## config.mk

```make
export PLATFORM = sky130hd
export DESIGN_NAME = alu_cc_unit
export DESIGN_NICKNAME = d
export VERILOG_FILES = /design/src/rtl/alu_pkg.sv /design/src/rtl/alu_sub.sv /design/src/rtl/alu_core.sv /design/src/rtl/alu_ccr_reg.sv /design/src/rtl/alu_cc_unit.sv
export SDC_FILE = /design/constraint.sdc
export NUM_CORES = 1
export LEC_CHECK = 0
export ABC_CLOCK_PERIOD_IN_PS = 3000
export BUFFER_PORTS_ARGS = -buffer_cell sky130_fd_sc_hd__buf_2
export CORE_MARGIN = 2
export CORE_UTILIZATION = 45
export CTS_CLUSTER_DIAMETER = 30
export CTS_CLUSTER_SIZE = 14
export DETAILED_ROUTE_END_ITERATION = 8
export PLACE_DENSITY = 0.81
export SKIP_LAST_GASP = 1
export SLEW_MARGIN = 10
export SYNTH_ARGS = -nofsm -noshare
export SYNTH_HDL_FRONTEND = slang
export SYNTH_SLANG_ARGS = --single-unit
```

## constraint.sdc

```tcl
create_clock -name clk_i -period 3 [get_ports clk_i]
set_clock_uncertainty 0.2 [all_clocks]
set_input_delay 0.45 -clock clk_i [delete_from_list [all_inputs] [get_ports clk_i]]
set_output_delay 0.45 -clock clk_i [all_outputs]
set_load 0.03 [all_outputs]
```

## src/rtl/alu_pkg.sv

```systemverilog
package alu_pkg;
  typedef enum logic [3:0] {
    OP_NOP  = 4'd0,
    OP_CLR  = 4'd1,
    OP_COM  = 4'd2,
    OP_DEC  = 4'd3,
    OP_CMP  = 4'd4,
    OP_CPW  = 4'd5,
    OP_DTST = 4'd6,
    OP_CLRC = 4'd7,
    OP_CLRI = 4'd8
  } alu_op_e;

  localparam int unsigned FLAG_V = 4;
  localparam int unsigned FLAG_I = 3;
  localparam int unsigned FLAG_N = 2;
  localparam int unsigned FLAG_Z = 1;
  localparam int unsigned FLAG_C = 0;
  localparam int unsigned FLAG_W = 5;
  localparam logic [FLAG_W-1:0] FLAG_RST = 5'b01000;
endpackage

```

## src/rtl/alu_sub.sv

```systemverilog
module alu_sub #(
  parameter int unsigned W = 8
) (
  input  logic [W-1:0] a_i,
  input  logic [W-1:0] b_i,
  output logic [W-1:0] d_o,
  output logic         c_o,
  output logic         v_o,
  output logic         n_o,
  output logic         z_o
);
  logic [W:0] ext;

  always_comb begin
    ext = {1'b0, a_i} - {1'b0, b_i};
    d_o = ext[W-1:0];
    c_o = ext[W];
    // signed overflow: operand signs differ and result sign departs from minuend
    v_o = (a_i[W-1] ^ b_i[W-1]) & (ext[W-1] ^ a_i[W-1]);
    n_o = ext[W-1];
    z_o = (ext[W-1:0] == '0);
  end
endmodule

```

## src/rtl/alu_core.sv

```systemverilog
module alu_core
  import alu_pkg::*;
#(
  parameter int unsigned DATA_W = 8,
  localparam int unsigned PAIR_W = 2 * DATA_W
) (
  input  alu_op_e             op_i,
  input  logic [DATA_W-1:0]   opa_i,
  input  logic [DATA_W-1:0]   opm_i,
  input  logic [PAIR_W-1:0]   hx_i,
  input  logic [PAIR_W-1:0]   mword_i,
  input  logic [FLAG_W-1:0]   ccr_i,
  output logic [DATA_W-1:0]   result_o,
  output logic                wr_o,
  output logic                taken_o,
  output logic [FLAG_W-1:0]   ccr_o
);
  localparam logic [DATA_W-1:0] ONE = DATA_W'(1);

  logic [DATA_W-1:0] cmp_d, dec_d, com_d;
  logic cmp_c, cmp_v, cmp_n, cmp_z;
  logic dec_c, dec_v, dec_n, dec_z;
  logic [PAIR_W-1:0] pw_d;
  logic pw_c, pw_v, pw_n, pw_z;

  alu_sub #(.W(DATA_W)) i_sub_cmp (
    .a_i(opa_i), .b_i(opm_i), .d_o(cmp_d),
    .c_o(cmp_c), .v_o(cmp_v), .n_o(cmp_n), .z_o(cmp_z)
  );

  alu_sub #(.W(DATA_W)) i_sub_dec (
    .a_i(opa_i), .b_i(ONE), .d_o(dec_d),
    .c_o(dec_c), .v_o(dec_v), .n_o(dec_n), .z_o(dec_z)
  );

  alu_sub #(.W(PAIR_W)) i_sub_pair (
    .a_i(hx_i), .b_i(mword_i), .d_o(pw_d),
    .c_o(pw_c), .v_o(pw_v), .n_o(pw_n), .z_o(pw_z)
  );

  assign com_d = ~opa_i;

  always_comb begin
    result_o = '0;
    wr_o     = 1'b0;
    taken_o  = 1'b0;
    ccr_o    = ccr_i;
    unique case (op_i)
      OP_CLR: begin
        wr_o = 1'b1;
        ccr_o[FLAG_V] = 1'b0;
        ccr_o[FLAG_N] = 1'b0;
        ccr_o[FLAG_Z] = 1'b1;
      end
      OP_COM: begin
        result_o = com_d;
        wr_o = 1'b1;
        ccr_o[FLAG_V] = 1'b0;
        ccr_o[FLAG_C] = 1'b1;
        ccr_o[FLAG_N] = com_d[DATA_W-1];
        ccr_o[FLAG_Z] = (com_d == '0);
      end
      OP_DEC: begin
        result_o = dec_d;
        wr_o = 1'b1;
        ccr_o[FLAG_V] = dec_v;
        ccr_o[FLAG_N] = dec_n;
        ccr_o[FLAG_Z] = dec_z;
      end
      OP_CMP: begin
        result_o = cmp_d;
        ccr_o[FLAG_V] = cmp_v;
        ccr_o[FLAG_N] = cmp_n;
        ccr_o[FLAG_Z] = cmp_z;
        ccr_o[FLAG_C] = cmp_c;
      end
      OP_CPW: begin
        result_o = pw_d[DATA_W-1:0];
        ccr_o[FLAG_V] = pw_v;
        ccr_o[FLAG_N] = pw_n;
        ccr_o[FLAG_Z] = pw_z;
        ccr_o[FLAG_C] = pw_c;
      end
      OP_DTST: begin
        result_o = dec_d;
        wr_o     = 1'b1;
        taken_o  = ~dec_z;
      end
      OP_CLRC: ccr_o[FLAG_C] = 1'b0;
      OP_CLRI: ccr_o[FLAG_I] = 1'b0;
      default: ;
    endcase
  end

  // borrow from decrement only exists for zero operand; used for sanity
  logic unused_dec;
  assign unused_dec = dec_c ^ pw_d[PAIR_W-1];
endmodule

```

## src/rtl/alu_ccr_reg.sv

```systemverilog
module alu_ccr_reg
  import alu_pkg::*;
(
  input  logic              clk_i,
  input  logic              rst_ni,
  input  logic              en_i,
  input  logic [FLAG_W-1:0] d_i,
  output logic [FLAG_W-1:0] q_o
);
  always_ff @(posedge clk_i or negedge rst_ni) begin
    if (!rst_ni)   q_o <= FLAG_RST;
    else if (en_i) q_o <= d_i;
  end


  ccr_hold_chk: assert property (@(posedge clk_i) disable iff (!rst_ni)
    !en_i |=> $stable(q_o));
endmodule

```

## src/rtl/alu_cc_unit.sv

```systemverilog
module alu_cc_unit
  import alu_pkg::*;
#(
  parameter int unsigned DATA_W = 8,
  localparam int unsigned PAIR_W = 2 * DATA_W
) (
  input  logic              clk_i,
  input  logic              rst_ni,
  input  logic              valid_i,
  input  logic [3:0]        op_i,
  input  logic [DATA_W-1:0] opa_i,
  input  logic [DATA_W-1:0] opm_i,
  input  logic [PAIR_W-1:0] hx_i,
  input  logic [PAIR_W-1:0] mword_i,
  output logic [DATA_W-1:0] result_o,
  output logic              wr_en_o,
  output logic              taken_o,
  output logic [4:0]        ccr_o
);
  alu_op_e op;
  logic wr_raw;
  logic [FLAG_W-1:0] ccr_q, ccr_nxt;

  assign op = alu_op_e'(op_i);

  alu_core #(.DATA_W(DATA_W)) i_core (
    .op_i(op), .opa_i(opa_i), .opm_i(opm_i), .hx_i(hx_i), .mword_i(mword_i),
    .ccr_i(ccr_q), .result_o(result_o), .wr_o(wr_raw), .taken_o(taken_o),
    .ccr_o(ccr_nxt)
  );

  alu_ccr_reg i_ccr (
    .clk_i(clk_i), .rst_ni(rst_ni), .en_i(valid_i), .d_i(ccr_nxt), .q_o(ccr_q)
  );

  assign wr_en_o = valid_i & wr_raw;
  assign ccr_o   = ccr_q;


  cmp_no_write_chk: assert property (@(posedge clk_i) disable iff (!rst_ni)
    (op_i == OP_CMP || op_i == OP_CPW) |-> !wr_en_o);


  clr_flags_chk: assert property (@(posedge clk_i) disable iff (!rst_ni)
    valid_i && op_i == OP_CLR |=> ccr_q[FLAG_Z] && !ccr_q[FLAG_N] && !ccr_q[FLAG_V]
      && ccr_q[FLAG_C] == $past(ccr_q[FLAG_C]));


  dtst_flags_chk: assert property (@(posedge clk_i) disable iff (!rst_ni)
    valid_i && op_i == OP_DTST |=> ccr_q == $past(ccr_q));


  dtst_taken_chk: assert property (@(posedge clk_i) disable iff (!rst_ni)
    op_i == OP_DTST |-> taken_o == (opa_i != DATA_W'(1)));


  clrc_chk: assert property (@(posedge clk_i) disable iff (!rst_ni)
    valid_i && op_i == OP_CLRC |=> !ccr_q[FLAG_C] && ccr_q[4:1] == $past(ccr_q[4:1]));


  com_carry_chk: assert property (@(posedge clk_i) disable iff (!rst_ni)
    valid_i && op_i == OP_COM |=> ccr_q[FLAG_C] && !ccr_q[FLAG_V]);


  cmp_borrow_chk: assert property (@(posedge clk_i) disable iff (!rst_ni)
    valid_i && op_i == OP_CMP |=> ccr_q[FLAG_C] == ($past(opa_i) < $past(opm_i)));
endmodule

```

# Word-level counts from Yosys, hierarchy flattened
# Index checks and enable logic that the tools add are counted.
[totals]
ff_bits = 5
in_bits = 55
out_inout_bits = 15
wordCells = 46
[classes]
addsub = 3
eq_ne = 8
mux = 6
bitwise_logic = 11
n_reduce_logical = 14
[ops]
columns = ["cell", "n"]
rows = [
  ["8-bit case mux with 4 select lines", 1],
  ["8-bit zero test", 3],
  ["16-bit by 16-bit subtractor with 17-bit output", 1],
  ["4-bit by 3-bit == test with 1-bit output (second input constant)", 4],
  ["16-bit zero test", 1],
  ["2-bit case mux with 5 select lines", 1],
  ["8-bit by 8-bit subtractor with 9-bit output", 1],
  ["4-bit by 2-bit == test with 1-bit output (second input constant)", 2],
  ["8-bit inverter", 1],
  ["1-bit case mux with 4 select lines", 2],
  ["2-bit AND reduction", 4],
  ["4-bit nonzero test", 2],
  ["8-bit by 1-bit subtractor with 8-bit output (second input constant)", 1],
  ["5-bit nonzero test", 1],
  ["1-bit XOR", 5],
  ["1-bit AND", 4],
  ["4-bit by 1-bit == test with 1-bit output (second input constant)", 1],
  ["4-bit == test (second input constant)", 1],
  ["2-bit OR reduction", 2],
  ["4-bit OR reduction", 1],
  ["1-bit two-way mux", 2],
  ["1-bit inverter", 1],
]

# Depth between registers and ports, before layout
[logic_depth]
word_depth = 4
ltp_mapped = 11
ltp_nobuf = 11

# Hierarchy
# A second synthesis with hierarchy kept.
[unflattened]
cells_unflattened = 347
area_unflattened_um2 = 2466.1
[by_module_without_submodules]
columns = ["mod", "n_inst", "cells_each", "area_per_inst_um2", "seq_area_each_um2"]
rows = [
  ["alu_sub (i_core.i_sub_cmp ...)", 2, 70, 475.5, 0.0],
  ["alu_sub (i_core.i_sub_pair)", 1, 116, 820.8, 0.0],
  ["alu_core", 1, 80, 505.5, 0.0],
  ["alu_ccr_reg", 1, 10, 182.7, 126.4],
  ["alu_cc_unit", 1, 1, 6.3, 0.0],
]

# Worst setup path after synthesis
# Ideal clock, no wire load.
[synth_timing]
kind = "input -> register"
startpoint = "input hx_i[0]"
endpoint = "register i_ccr.q_o[1]"
setup_ns = 0.066
arrival_time_ns = 2.803
t_required_ns = 2.734
path_slack_ns = -0.069
cell_stages = 10
path_buffers = 0
cell_sequence = "inv_1 ha_1 fa_1 xnor2_1 or4_1 or4_1 nor4_2 nand4_1 nor4_2 a41o_1"
[synth_between]
elab_chain_len = 3
[synth_rtl]
columns = ["item", "line", "source"]
rows = [
  ["start, declared", "alu_cc_unit.sv:13", "input logic [PAIR_W-1:0] hx_i,"],
  ["16-bit by 16-bit subtractor with 17-bit output", "alu_sub.sv:15", "ext = {1'b0, a_i} - {1'b0, b_i};"],
  ["16-bit zero test", "alu_sub.sv:21", "z_o = (ext[W-1:0] == '0);"],
  ["2-bit case mux with 5 select lines", "alu_core.sv:48", "unique case (op_i)"],
  ["end signal, assigned", "alu_ccr_reg.sv:12", "else if (en_i) q_o <= d_i;"],
  ["end, declared", "alu_ccr_reg.sv:8", "output logic [FLAG_W-1:0] q_o"],
]
# No other way between the ends.
# A chain may end at the register's enable or synchronous reset.

# Worst setup path in the final report
[layout_timing]
startpoint = "input opa_i[1]"
endpoint = "output taken_o"
[layout_between]
elab_chain_len = 4
[layout_rtl]
columns = ["item", "line", "source"]
rows = [
  ["start, declared", "alu_cc_unit.sv:11", "input logic [DATA_W-1:0] opa_i,"],
  ["8-bit by 1-bit subtractor with 8-bit output", "alu_sub.sv:15", ""],
  ["8-bit zero test", "alu_sub.sv:21", ""],
  ["1-bit inverter", "alu_core.sv:87", "taken_o = ~dec_z;"],
  ["1-bit two-way mux", "alu_core.sv:48", ""],
  ["end, declared", "alu_cc_unit.sv:17", "output logic taken_o,"],
]
# No other way between the ends.

==> summary.md <==
| Metric | Value |
|---|---|
| N_diodes | 0 |
| DRC Markers | 0 |
| Final Max Tran Viols | 0 |
| CTS tree | built |
| Detail Placement HPWL | 5.286 mm |
| Worst relative slew slack | 0.7156 |
| Critical Path Sink | taken_o |
| Final setup fails | 0 |
| Initial antenna violation count | 0 |
| Total CTS buffers | 3 |
| Largest area contributor in the netlist | ha_1 |
| Worst-Margin Slew | roughly 0.42 ns |
| Largest registers | i_ccr.q_o x5 |
| Most used cell, CP | nor3_1 |
| Crit path launch | opa_i[1] |
| Period utilization | 0.9921 |
| Critical path cell sequence | buf_2, buf_4, buf_4, nor3_1, nand2_1, nor3_1, ha_1, nor4b_2, and4_1, nor3_1, buf_2 |
| Hold_sp | i_ccr.q_o[3]$_DFFE_PN1P_ |
| Clk pin slew, worst setup/hold paths | approximately 0.04 ns |
| Initial Utilization | 0.4647 |
| Via count | 2622 |
| Post-Syn Area per Cell | between 6 and 7 um^2 |
| Drt first pass iters | 4 |
| R2R depth | 7 |
| Crit end category | primary output |
| Setup TNS | 0 ns |
| Post-synthesis sequential area ratio | 0.06289 |
| Crit path max fanout | 4 |
| Crit path largest cell delay | about 0.31 ns |
| Share of layout cells above drive strength 1 | 0.3710 |
| FF+latch count, synth | 5 |
| Antenna viol nets, final | 0 |
| Crit path buf inv count | 4 |
| Number of flip-flops in the largest register | 5 |
| Worst EP arrival | 2.33 ns |
| Post-synth EDFFs | 0 |
| First-pass GRT wire length | 10.64 mm |
| Vert. Die Dim | 70.83 um |
| Reg-to-Reg End | i_ccr.q_o[1]$_DFFE_PN0P_ |
| Clock sinks | 5 |
| Clock Latency Late Sink | around 0.22 ns |
| Crit path max-delay cell type | ha_1 |
| Lkg Pwr | 0.001490 uW |
| Leading cell type in the layout, fill and taps excluded | buf_2 |
| Syn Nets | ~380 |
| Final hold violations | 0 |
| Die Width | 70.83 um |
| Ys Warns | 0 |
| Final setup margin | between 0.02 and 0.025 ns |
| Vias per cell | 5.712 |
| Nets | slightly below 500 |
| Critical Path RT | 2.35 ns |
| Status | completed |
| Most frequent cells in the layout | 64 x buf_2, 52 x buf_4, 30 x inv_1 |
| PD cells | around 270 nW/um^2 |
| Hold Crit Class | reg2reg |
| Pre-CTS setup slack | -0.3992 ns |
| CTS root buf | clkbuf_8 |
| Placement Rows | 24 |
| Top cells by area, synth | ha_1 18%, a21oi_1 6.7%, inv_1 6.0% |
| Peak VDD IR | ~0.15 mV |
| CP Depth | 11 |
| Reg2reg start | i_ccr.q_o[1]$_DFFE_PN0P_ |
| Gate Count Post-Synth | 291 |
| Synth unique cells | 51 |
| Max-cap violations | 0 |
| Wire per inst | 14.07 um |
| Min Tclk post-route | 2.976 ns |
| Async S/R FF share, synth | 1.000 |
| CTS Buffer Depth | 2 |
| R2R Setup Slk | 0.57 ns |
| Die ar. | 5016 um^2 |
| Via count of the first global-routing pass | 2508 |
| Largest net degree at the start of global routing | 12 |
| Total gr overflow | 0 |
| Core area | 4324 um^2 |
| Critical Setup Path Class | in2out |
| Fmax | between 0.3 and 0.4 GHz |
| CP Launch Type | primary input |
| RSZ-0062 raised after global routing | true |
| Top FF cell, synth | dfrtp_1 |
| Synth top area share | 0.1806 |
| H-tree lvl count | 1 |
| CP top delay family | simple AND/OR/NAND/NOR gates |
| IO Port Bufs | 69 |
| Routability cong. | 0.9559 |
| Layout area overhead | 48.38% |
| Reg with most FFs | i_ccr.q_o |
| Post-Syn Area | approximately 2000 um^2 |
| I/O Pins | 70 |
| Iter 0 DRT Violations | 264 |
| WL final | 6.457 mm |
| GRT Total Usage | 0.2546 |
layout make-up:
| class | count | area, um^2 |
|---|---|---|
| timing repair buffer | 121 | 774.5 |
| fill | 357 | 1343 |
| tap | 52 | 65.06 |
| clock buffer | 4 | 45.04 |
| inverter | 32 | 132.6 |
| sequential | 5 | 126.4 |
| multi-input combinational | 245 | 1838 |
stage by stage:
step	cell area [um^2]	instances	power (uW)	hold slack (ns)	util
finish	2982	459	816.7	0.2578	0.6895
global placement	2763	449	618.6	0.06912	0.6389
floorplan	2052	291	424.9	-0.04559	-
global route	2982	459	879.0	0.2744	0.6895
detailed placement	2763	449	632.7	0.07636	0.6389
CTS	2863	458	776.9	0.2593	0.6620
what timing repair did:
item                                   in CTS  in global routing
setup endpoints to repair                   3                  6
endpoints found under the hold margin       4                  0
hold buffers                                1                  0
pin swaps                                   5                 10
gates resized for setup                     4                 32
setup buffers                               4                  1
worst min path at each step:
stage,to,depth (start not counted)
final,i_ccr.q_o[3]$_DFFE_PN1P_,1
after global routing,i_ccr.q_o[3]$_DFFE_PN1P_,1
after CTS,i_ccr.q_o[3]$_DFFE_PN1P_,1
after detailed placement,i_ccr.q_o[0]$_DFFE_PN0P_,1
after global placement,i_ccr.q_o[0]$_DFFE_PN0P_,1
after floorplan,i_ccr.q_o[0]$_DFFE_PN0P_,0
routing by layer:
layer	track usage	wire length, um	up-vias
met1	0.3047	2726	1180
li1	-	-	1304
met2	0.4559	3174	116
met5	0	0	-
met3	0.02707	370	22
met4	0.1153	185	0
logic make-up after synthesis:
group / synth area share
and+or+nand+nor: 0.2871
AOI/OAI and AO/OA: 0.2939
buffers and inverters: 0.08094
adders and majority gates: 0.2005
xor gates and xnor gates: 0.06974
DFF: 0.06289
muxes: 0.004982
cell usage after synthesis (2+ instances only):
cell,n
dfrtp_1,4
nor4_2,2
buf_2,3
o31ai_1,3
nor3_1,13
o21ai_0,16
nand3_1,4
a41o_1,3
o22ai_1,8
a221o_1,4
xor2_1,7
ha_1,29
a21o_1,2
nand3b_1,4
nand2_1,20
a31oi_1,4
o21a_1,6
nand4_1,3
or4_1,5
o21bai_1,2
or3_1,7
nand2b_1,12
o31a_1,2
nor2b_1,8
a211oi_1,2
inv_1,32
nor2_1,20
a21oi_1,27
nor3b_1,2
xnor2_1,9
o41ai_1,3
o2111ai_1,2
clkbuf_1,4
fa_1,2
power breakdown:
| group | internal, uW | total, uW | switching (uW) |
|---|---|---|---|
| logic | 274 | 596 | 322 |
| clock network | 91.6 | 129 | 37.1 |
| registers | 80.9 | 91.7 | 10.8 |
Power figures use the tool's default switching activity.
